==> src/rtl/sled_pkg.sv <==
package sled_pkg;
    typedef enum logic [0:0] {
        PH_LOW  = 1'b0,
        PH_HIGH = 1'b1
    } sclk_phase_e;
endpackage

==> src/rtl/sled_sync.sv <==
module sled_sync #(
    parameter int WIDTH  = 4,
    parameter int STAGES = 2
) (
    input  logic             clk,
    input  logic             rst,
    input  logic [WIDTH-1:0] d,
    output logic [WIDTH-1:0] q
);
    logic [WIDTH-1:0] pipe [STAGES];

    always_ff @(posedge clk or posedge rst) begin
        if (rst) begin
            for (int s = 0; s < STAGES; s++) pipe[s] <= '0;
        end else begin
            pipe[0] <= d;
            for (int s = 1; s < STAGES; s++) pipe[s] <= pipe[s-1];
        end
    end

    assign q = pipe[STAGES-1];
endmodule

==> src/rtl/sled_edge_fsm.sv <==
module sled_edge_fsm
    import sled_pkg::*;
(
    input  logic clk,
    input  logic rst,
    input  logic sclk_s,
    output logic rise_o,
    output logic fall_o
);
    sclk_phase_e state_q, state_d;

    // state register
    always_ff @(posedge clk or posedge rst) begin
        if (rst) state_q <= PH_LOW;
        else     state_q <= state_d;
    end

    // next state: RISE, FALL or hold
    always_comb begin
        state_d = state_q;
        unique case (state_q)
            PH_LOW:  if (sclk_s)  state_d = PH_HIGH;
            PH_HIGH: if (!sclk_s) state_d = PH_LOW;
            default: state_d = PH_LOW;
        endcase
    end

    // strobes
    always_comb begin
        rise_o = 1'b0;
        fall_o = 1'b0;
        unique case (state_q)
            PH_LOW:  rise_o = sclk_s;
            PH_HIGH: fall_o = !sclk_s;
            default: ;
        endcase
    end
endmodule

==> src/rtl/sled_shift.sv <==
module sled_shift #(
    parameter int NCH = 8
) (
    input  logic           clk,
    input  logic           rst,
    input  logic           shift_en,
    input  logic           sdata,
    input  logic           retime_en,
    output logic [NCH-1:0] sr_o,
    output logic           sout_o
);
    logic [NCH-1:0] sr_q;
    logic           sout_q;

    always_ff @(posedge clk or posedge rst) begin
        if (rst)           sr_q <= '0;
        else if (shift_en) sr_q <= {sr_q[NCH-2:0], sdata};
    end

    always_ff @(posedge clk or posedge rst) begin
        if (rst)            sout_q <= 1'b0;
        else if (retime_en) sout_q <= sr_q[NCH-1];
    end

    assign sr_o   = sr_q;
    assign sout_o = sout_q;


    shift_move_chk: assert property (@(posedge clk) disable iff (rst)
        shift_en |=> (sr_q[NCH-1:1] == $past(sr_q[NCH-2:0])) && (sr_q[0] == $past(sdata)));


    sout_hold_chk: assert property (@(posedge clk) disable iff (rst)
        !retime_en |=> $stable(sout_q));


    sout_last_chk: assert property (@(posedge clk) disable iff (rst)
        retime_en |=> sout_q == $past(sr_q[NCH-1]));
endmodule

==> src/rtl/sled_latch_gate.sv <==
module sled_latch_gate #(
    parameter int NCH = 8
) (
    input  logic           clk,
    input  logic           rst,
    input  logic           open_en,
    input  logic [NCH-1:0] sr_i,
    input  logic           oe_n,
    input  logic           otemp,
    output logic [NCH-1:0] ch_o
);
    logic [NCH-1:0] lat_q;
    logic [NCH-1:0] ch_q;
    logic           force_off;

    always_ff @(posedge clk or posedge rst) begin
        if (rst)          lat_q <= '0;
        else if (open_en) lat_q <= sr_i;
    end

    assign force_off = oe_n | otemp;

    always_ff @(posedge clk or posedge rst) begin
        if (rst) ch_q <= '0;
        else     ch_q <= force_off ? '0 : lat_q;
    end

    assign ch_o = ch_q;


    latch_hold_chk: assert property (@(posedge clk) disable iff (rst)
        !open_en |=> $stable(lat_q));


    oe_off_chk: assert property (@(posedge clk) disable iff (rst)
        oe_n |=> ch_q == '0);


    otemp_off_chk: assert property (@(posedge clk) disable iff (rst)
        otemp |=> ch_q == '0);


    latch_follow_chk: assert property (@(posedge clk) disable iff (rst)
        open_en |=> lat_q == $past(sr_i));
endmodule

==> src/rtl/serial_led_register.sv <==
module serial_led_register #(
    parameter int NCH         = 8,
    parameter int SYNC_STAGES = 2
) (
    input  logic           clk,
    input  logic           rst,
    input  logic           sclk_in,
    input  logic           sdata_in,
    input  logic           latch_in,
    input  logic           oe_n_in,
    input  logic           otemp_in,
    output logic           sout_o,
    output logic [NCH-1:0] chan_on_o
);
    localparam int SYNC_W = 4;

    logic [SYNC_W-1:0] pins_raw, pins_s;
    logic              sclk_s, sdata_s, latch_s, oe_n_s;
    logic              rise, fall;
    logic [NCH-1:0]    sr;

    assign pins_raw = {oe_n_in, latch_in, sdata_in, sclk_in};

    sled_sync #(.WIDTH(SYNC_W), .STAGES(SYNC_STAGES)) u_sync (
        .clk (clk),
        .rst (rst),
        .d   (pins_raw),
        .q   (pins_s)
    );

    assign sclk_s  = pins_s[0];
    assign sdata_s = pins_s[1];
    assign latch_s = pins_s[2];
    assign oe_n_s  = pins_s[3];

    sled_edge_fsm u_fsm (
        .clk    (clk),
        .rst    (rst),
        .sclk_s (sclk_s),
        .rise_o (rise),
        .fall_o (fall)
    );

    sled_shift #(.NCH(NCH)) u_shift (
        .clk       (clk),
        .rst       (rst),
        .shift_en  (rise),
        .sdata     (sdata_s),
        .retime_en (fall),
        .sr_o      (sr),
        .sout_o    (sout_o)
    );

    sled_latch_gate #(.NCH(NCH)) u_gate (
        .clk     (clk),
        .rst     (rst),
        .open_en (latch_s),
        .sr_i    (sr),
        .oe_n    (oe_n_s),
        .otemp   (otemp_in),
        .ch_o    (chan_on_o)
    );


    edge_excl_chk: assert property (@(posedge clk) disable iff (rst)
        !(rise && fall));
endmodule

==> config.mk <==
export PLATFORM = sky130hd
export DESIGN_NAME = serial_led_register
export DESIGN_NICKNAME = d
export VERILOG_FILES = /design/src/rtl/sled_pkg.sv /design/src/rtl/sled_sync.sv /design/src/rtl/sled_edge_fsm.sv /design/src/rtl/sled_shift.sv /design/src/rtl/sled_latch_gate.sv /design/src/rtl/serial_led_register.sv
export SDC_FILE = /design/constraint.sdc
export NUM_CORES = 1
export LEC_CHECK = 0
export ABC_AREA = 1
export ABC_CLOCK_PERIOD_IN_PS = 1300
export BUFFER_PORTS_ARGS = -buffer_cell sky130_fd_sc_hd__buf_2
export CORE_MARGIN = 2
export CORE_UTILIZATION = 54
export CTS_CLUSTER_SIZE = 10
export DETAILED_ROUTE_END_ITERATION = 12
export GPL_TIMING_DRIVEN = 0
export PLACE_DENSITY = 0.75
export SLEW_MARGIN = 5
export SYNTH_ARGS = -nofsm -noshare
export SYNTH_HDL_FRONTEND = slang
export SYNTH_HIERARCHICAL = 1
export SYNTH_SLANG_ARGS = --single-unit
==> constraint.sdc <==
create_clock -name clk -period 1.3 [get_ports clk]
set_clock_uncertainty 0.15 [all_clocks]
set_input_delay 0.26 -clock clk [delete_from_list [all_inputs] [get_ports clk]]
set_output_delay 0.26 -clock clk [all_outputs]
set_load 0.03 [all_outputs]
# Yosys cells after proc, flatten, opt, wreduce, memory -nomap -nowiden
# Index checks and enable logic that the tools add are counted.
op_classes:
  n_bitwise: 1
  reduce_logical: 1
  muxes: 4
ops:
  columns: ["op", "count"]
  rows:
  - ["8-bit 2-to-1 mux", 1]
  - ["1-bit 2-to-1 mux", 3]
  - ["1-bit logical NOT", 1]
  - ["1-bit bitwise OR", 1]
word_totals:
  reg_bits: 34
  output_inout_bits: 9
  elab_cells: 13

# Depth between registers and ports, before layout
depth:
  depth_word: 2
  mapped_depth: 7
  depth_no_buf: 5

# Modules after synthesis
# The synthesis kept the hierarchy.
modules_own_cells:
  columns: ["mod", "seq_area_each_um2", "cells_per_inst", "area_each_um2", "instances"]
  rows:
  - ["sled_latch_gate", 400.4, 62, 610.6, 1]
  - ["sled_shift", 225.2, 40, 349.1, 1]
  - ["sled_sync", 200.2, 13, 234.0, 1]
  - ["sled_edge_fsm", 25.0, 6, 43.8, 1]

# Worst setup path after synthesis
# Ideal clock, no wire load.
synth_timing:
  kind: "flip-flop to flip-flop"
  startpoint: "reg u_sync.pipe, in the netlist u_sync/q[0]"
  endpoint: "reg u_shift.sr_q[0], in the netlist u_shift/sr_o[0]"
  slack_ns: 0.227
  arrival_ns: 0.806
  path_stages_with_launch: 8
  path_cell_list: "dfrtp_1 -> buf_4 -> inv_1 -> nor2_1 -> buf_6 -> inv_2 -> nand2_1 -> nand2_1"
synth_between:
  elab_chain_cells: 1
synth_rtl:
  columns: ["element", "line", "source"]
  rows:
  - ["start, declared", "sled_sync.sv:10", "logic [WIDTH-1:0] pipe [STAGES];"]
  - ["1-bit 2-to-1 mux", "sled_edge_fsm.sv:32", "unique case (state_q)"]
  - ["named net rise", "serial_led_register.sv:19", "logic rise, fall;"]
  - ["end signal, assigned", "sled_shift.sv:17", "else if (shift_en) sr_q <= {sr_q[NCH-2:0], sdata};"]
  - ["end, declared", "sled_shift.sv:12", "logic [NCH-1:0] sr_q;"]
# The timed path passes the listed nets, and every way through them passes these cells.
# A chain may end at the register's enable or synchronous reset.

# Worst setup path after layout
layout_timing:
  startpoint: "reg u_shift.sout_q, in the netlist u_shift/sout_o"
  endpoint: "out sout_o"
layout_lines:
  columns: ["element", "line", "source"]
  rows:
  - ["start, declared", "sled_shift.sv:13", "logic sout_q;"]
  - ["start signal, assigned", "sled_shift.sv:22", "else if (retime_en) sout_q <= sr_q[NCH-1];"]
  - ["end, declared", "serial_led_register.sv:12", "output logic sout_o,"]
# No word-level cell between the ends.

==> impl_metrics.env <==
export IMPL_critical_path_top_delay_family="flip-flops"
export IMPL_pwr_share_comb_pct=14.2
export IMPL_postSynthCellCount=121
export IMPL_reg2reg_slack_ns=0.12
export IMPL_rows=17
export IMPL_die_w_um=51.9
export IMPL_cts_sinks=34
export IMPL_port_buffers=15
export IMPL_synth_seq_cells=34
export IMPL_slowest_stage="dfrtp_1"
export IMPL_grt_overflow_total=0
export IMPL_p_leak_uw=0.000826
export IMPL_drv_cap=0
export IMPL_drc_errors=0
export IMPL_hold_viol=0
export IMPL_core_um2=2190
export IMPL_place_gp_congestion=0.769
export IMPL_yosys_area_top_type="dfrtp_1"
export IMPL_ir_drop_mv=0.822
export IMPL_drtPass1Iterations=4
export IMPL_start_util_pct=56.5
export IMPL_routed_via_density=4.40
export IMPL_ant_nets=0
export IMPL_top_layer_used="met4"
export IMPL_layout_nets=155
export IMPL_critPathLaunchType="flop"
export IMPL_timing_final_crit_share_pct=98.1
export IMPL_setup_viol=0
export IMPL_worstPathMaxFanout=2
export IMPL_h_tree_depth=2
export IMPL_synth_net_count=128
export IMPL_synth_cell_types=10
export IMPL_rsz0062_at_grt="yes"
export IMPL_syn_area_per_cell_um2=10.2
export IMPL_die_area_um2=2690
export IMPL_hp_class="primary input to flop"
export IMPL_switching_power_uw=550
export IMPL_dpl_hpwl_um=1280
export IMPL_synth_area_leaders="dfrtp_1 (69%), nand2_1 (15%), inv_1 (5.2%)"
export IMPL_grtUsageTotal_pct=17.6
export IMPL_finalWirelength_um=1850
export IMPL_grt_max_degree=17
export IMPL_fillers=189
export IMPL_critPathKind="flop to output pin"
export IMPL_yosys_warnings=6
export IMPL_yosysSeqAreaShare_pct=68.8
export IMPL_power_density_nw_per_um2=1390
export IMPL_cts_tree="built"
export IMPL_endpoint_kind="output pin"
export IMPL_timing_final_crit_period_ns=1.28
export IMPL_netlist_area_leader_share_pct=68.8
export IMPL_seq_area_um2=851
export IMPL_insertion_delay_ns=0.32
export IMPL_root_buffer="clkbuf_4"
export IMPL_pwr_share_seq_pct=61.2
export IMPL_hold_slack_ns=0.0994
export IMPL_grt_pass1_wl_um=3190
export IMPL_final_cell_count_no_fill=176
export IMPL_met3_length_um=105
export IMPL_worstMarginPinSlew_ns=0.577
export IMPL_die_h_um=51.9
export IMPL_vias=774
export IMPL_n_antenna_cell=0
export IMPL_status="completed"
export IMPL_crit_required_ns=0.89
export IMPL_post_cts_buffers=0
export IMPL_p_int_uw=1510
export IMPL_cts_path_max_buffers=2
export IMPL_maxSlewViolCount=0
export IMPL_power_frac_clock_pct=24.7
export IMPL_avgRoutedWirePerCell_um=10.5
export IMPL_wl_met2_um=939
export IMPL_drive_gt1_share_pct=23.6
export IMPL_cp_arrival_ns=0.87
export IMPL_ios=16
export IMPL_multi_input_area_um2=255
export IMPL_slew_headroom_pct=61.5
export IMPL_syn_cell_area_um2=1240
export IMPL_cts_clk_slew_worst_paths_ns=0.09
export IMPL_fmax_mhz=784
export IMPL_numCtsBuffers=5
export IMPL_cp_slowest_stage_delay_ns=0.40
export IMPL_antenna_found_initial=0
export IMPL_tns_ns=0
export IMPL_drtIter0Drc=10
export IMPL_critical_path_n_buffers_inverters=1
export IMPL_worstPathCellList="buf_6"
export IMPL_syn_to_final_growth_pct=20.0
export IMPL_drt_met1_wl_um=748
export IMPL_grt_pass1_vias=765
export IMPL_swShare_pct=26.8
export IMPL_dp_cells=164
## metrics by stage
stage	total power, uW	utilization [%]	instance area [um2]	worst slack [ns]
global placement	1520	61.5	1350	0.173
detailed placement	1540	61.5	1350	0.134
global route	2190	67.8	1490	-0.0335
finish	2060	67.8	1490	0.0247
CTS	2070	66.1	1450	0.00543
floorplan	1460	-	1240	0.227
## what timing repair did
action,in CTS,in global routing
resized for setup,2,19
setup endpoints to repair,1,8
endpoints found under the hold margin,38,0
hold buffers,5,0
## cell usage after synthesis, drive strengths merged
cell and count:
inv 19, nor2 10, dfrtp 34, buf 6
nand2 52
## cell type report
cell class / count / area share [%]
buffer: 6 / 3.54
clock buffer: 7 / 3.03
inverter: 19 / 5.31
multi-input combinational: 62 / 17.2
sequential: 34 / 57.3
tap: 28 / 2.36
timing repair buffer: 20 / 11.3
## routing by layer
| metal | up-vias | global-route usage, % |
|---|---|---|
| met5 | - | 0 |
| met4 | 0 | 9.21 |
| met3 | 8 | 8.62 |
| met2 | 21 | 28.7 |
| met1 | 350 | 18.6 |
| li1 | 395 | - |
## state kept, by name, indices dropped and copies added (netlist names)
register,cells
u_sync/q,4
u_shift/sout_o,1
u_gate/lat_q,8
u_gate/ch_o,8
u_fsm/state_q,1
u_sync/pipe,4
u_shift/sr_o,8
## layout by cell type, fill, tap and decap left out
cell and count:
buf_4 6, buf_2 7, dlygate4sd3_1 5, inv_1 17
clkbuf_4 5, inv_8 1, inv_2 1, dfrtp_1 34
nor2_2 6, buf_6 8, clkbuf_1 2, nand2_4 1
nand2_1 51, nor2_1 4
## path summary, 6_finish.rpt
| kind | end | depth (start not counted) | startpoint |
|---|---|---|---|
| max in group asynchronous | u_gate/ch_o[5] | 3 | rst |
| max | sout_o | 1 | u_shift/sout_o |
| max reg2reg | u_shift/sr_o[2] | 7 | u_sync/q[0] |
| min | u_gate/ch_o[0] | 4 | otemp_in |
| min reg2reg | u_sync/q[2] | 0 | u_sync/pipe[6] |
| min in group asynchronous | u_fsm/state_q | 3 | rst |
## kinds of logic (layout without fill, tap and decap cells)
group / Yosys count / in the layout / synth area share [%]
AND/OR/NAND/NOR: 62 / 62 / 20.6
flip-flops: 34 / 34 / 68.8
buffers and inverters: 25 / 52 / 10.6
## power by group through the flow
stage                     Clock (uW)  Sequential, uW  Combinational (uW)
after CTS                        532            1260                 283
after global routing             578            1270                 334
after floorplan                    0            1300                 163
final                            507            1260                 291
after detailed placement           0            1280                 263
after global placement             0            1270                 251
(Power assumes the default switching activity.)
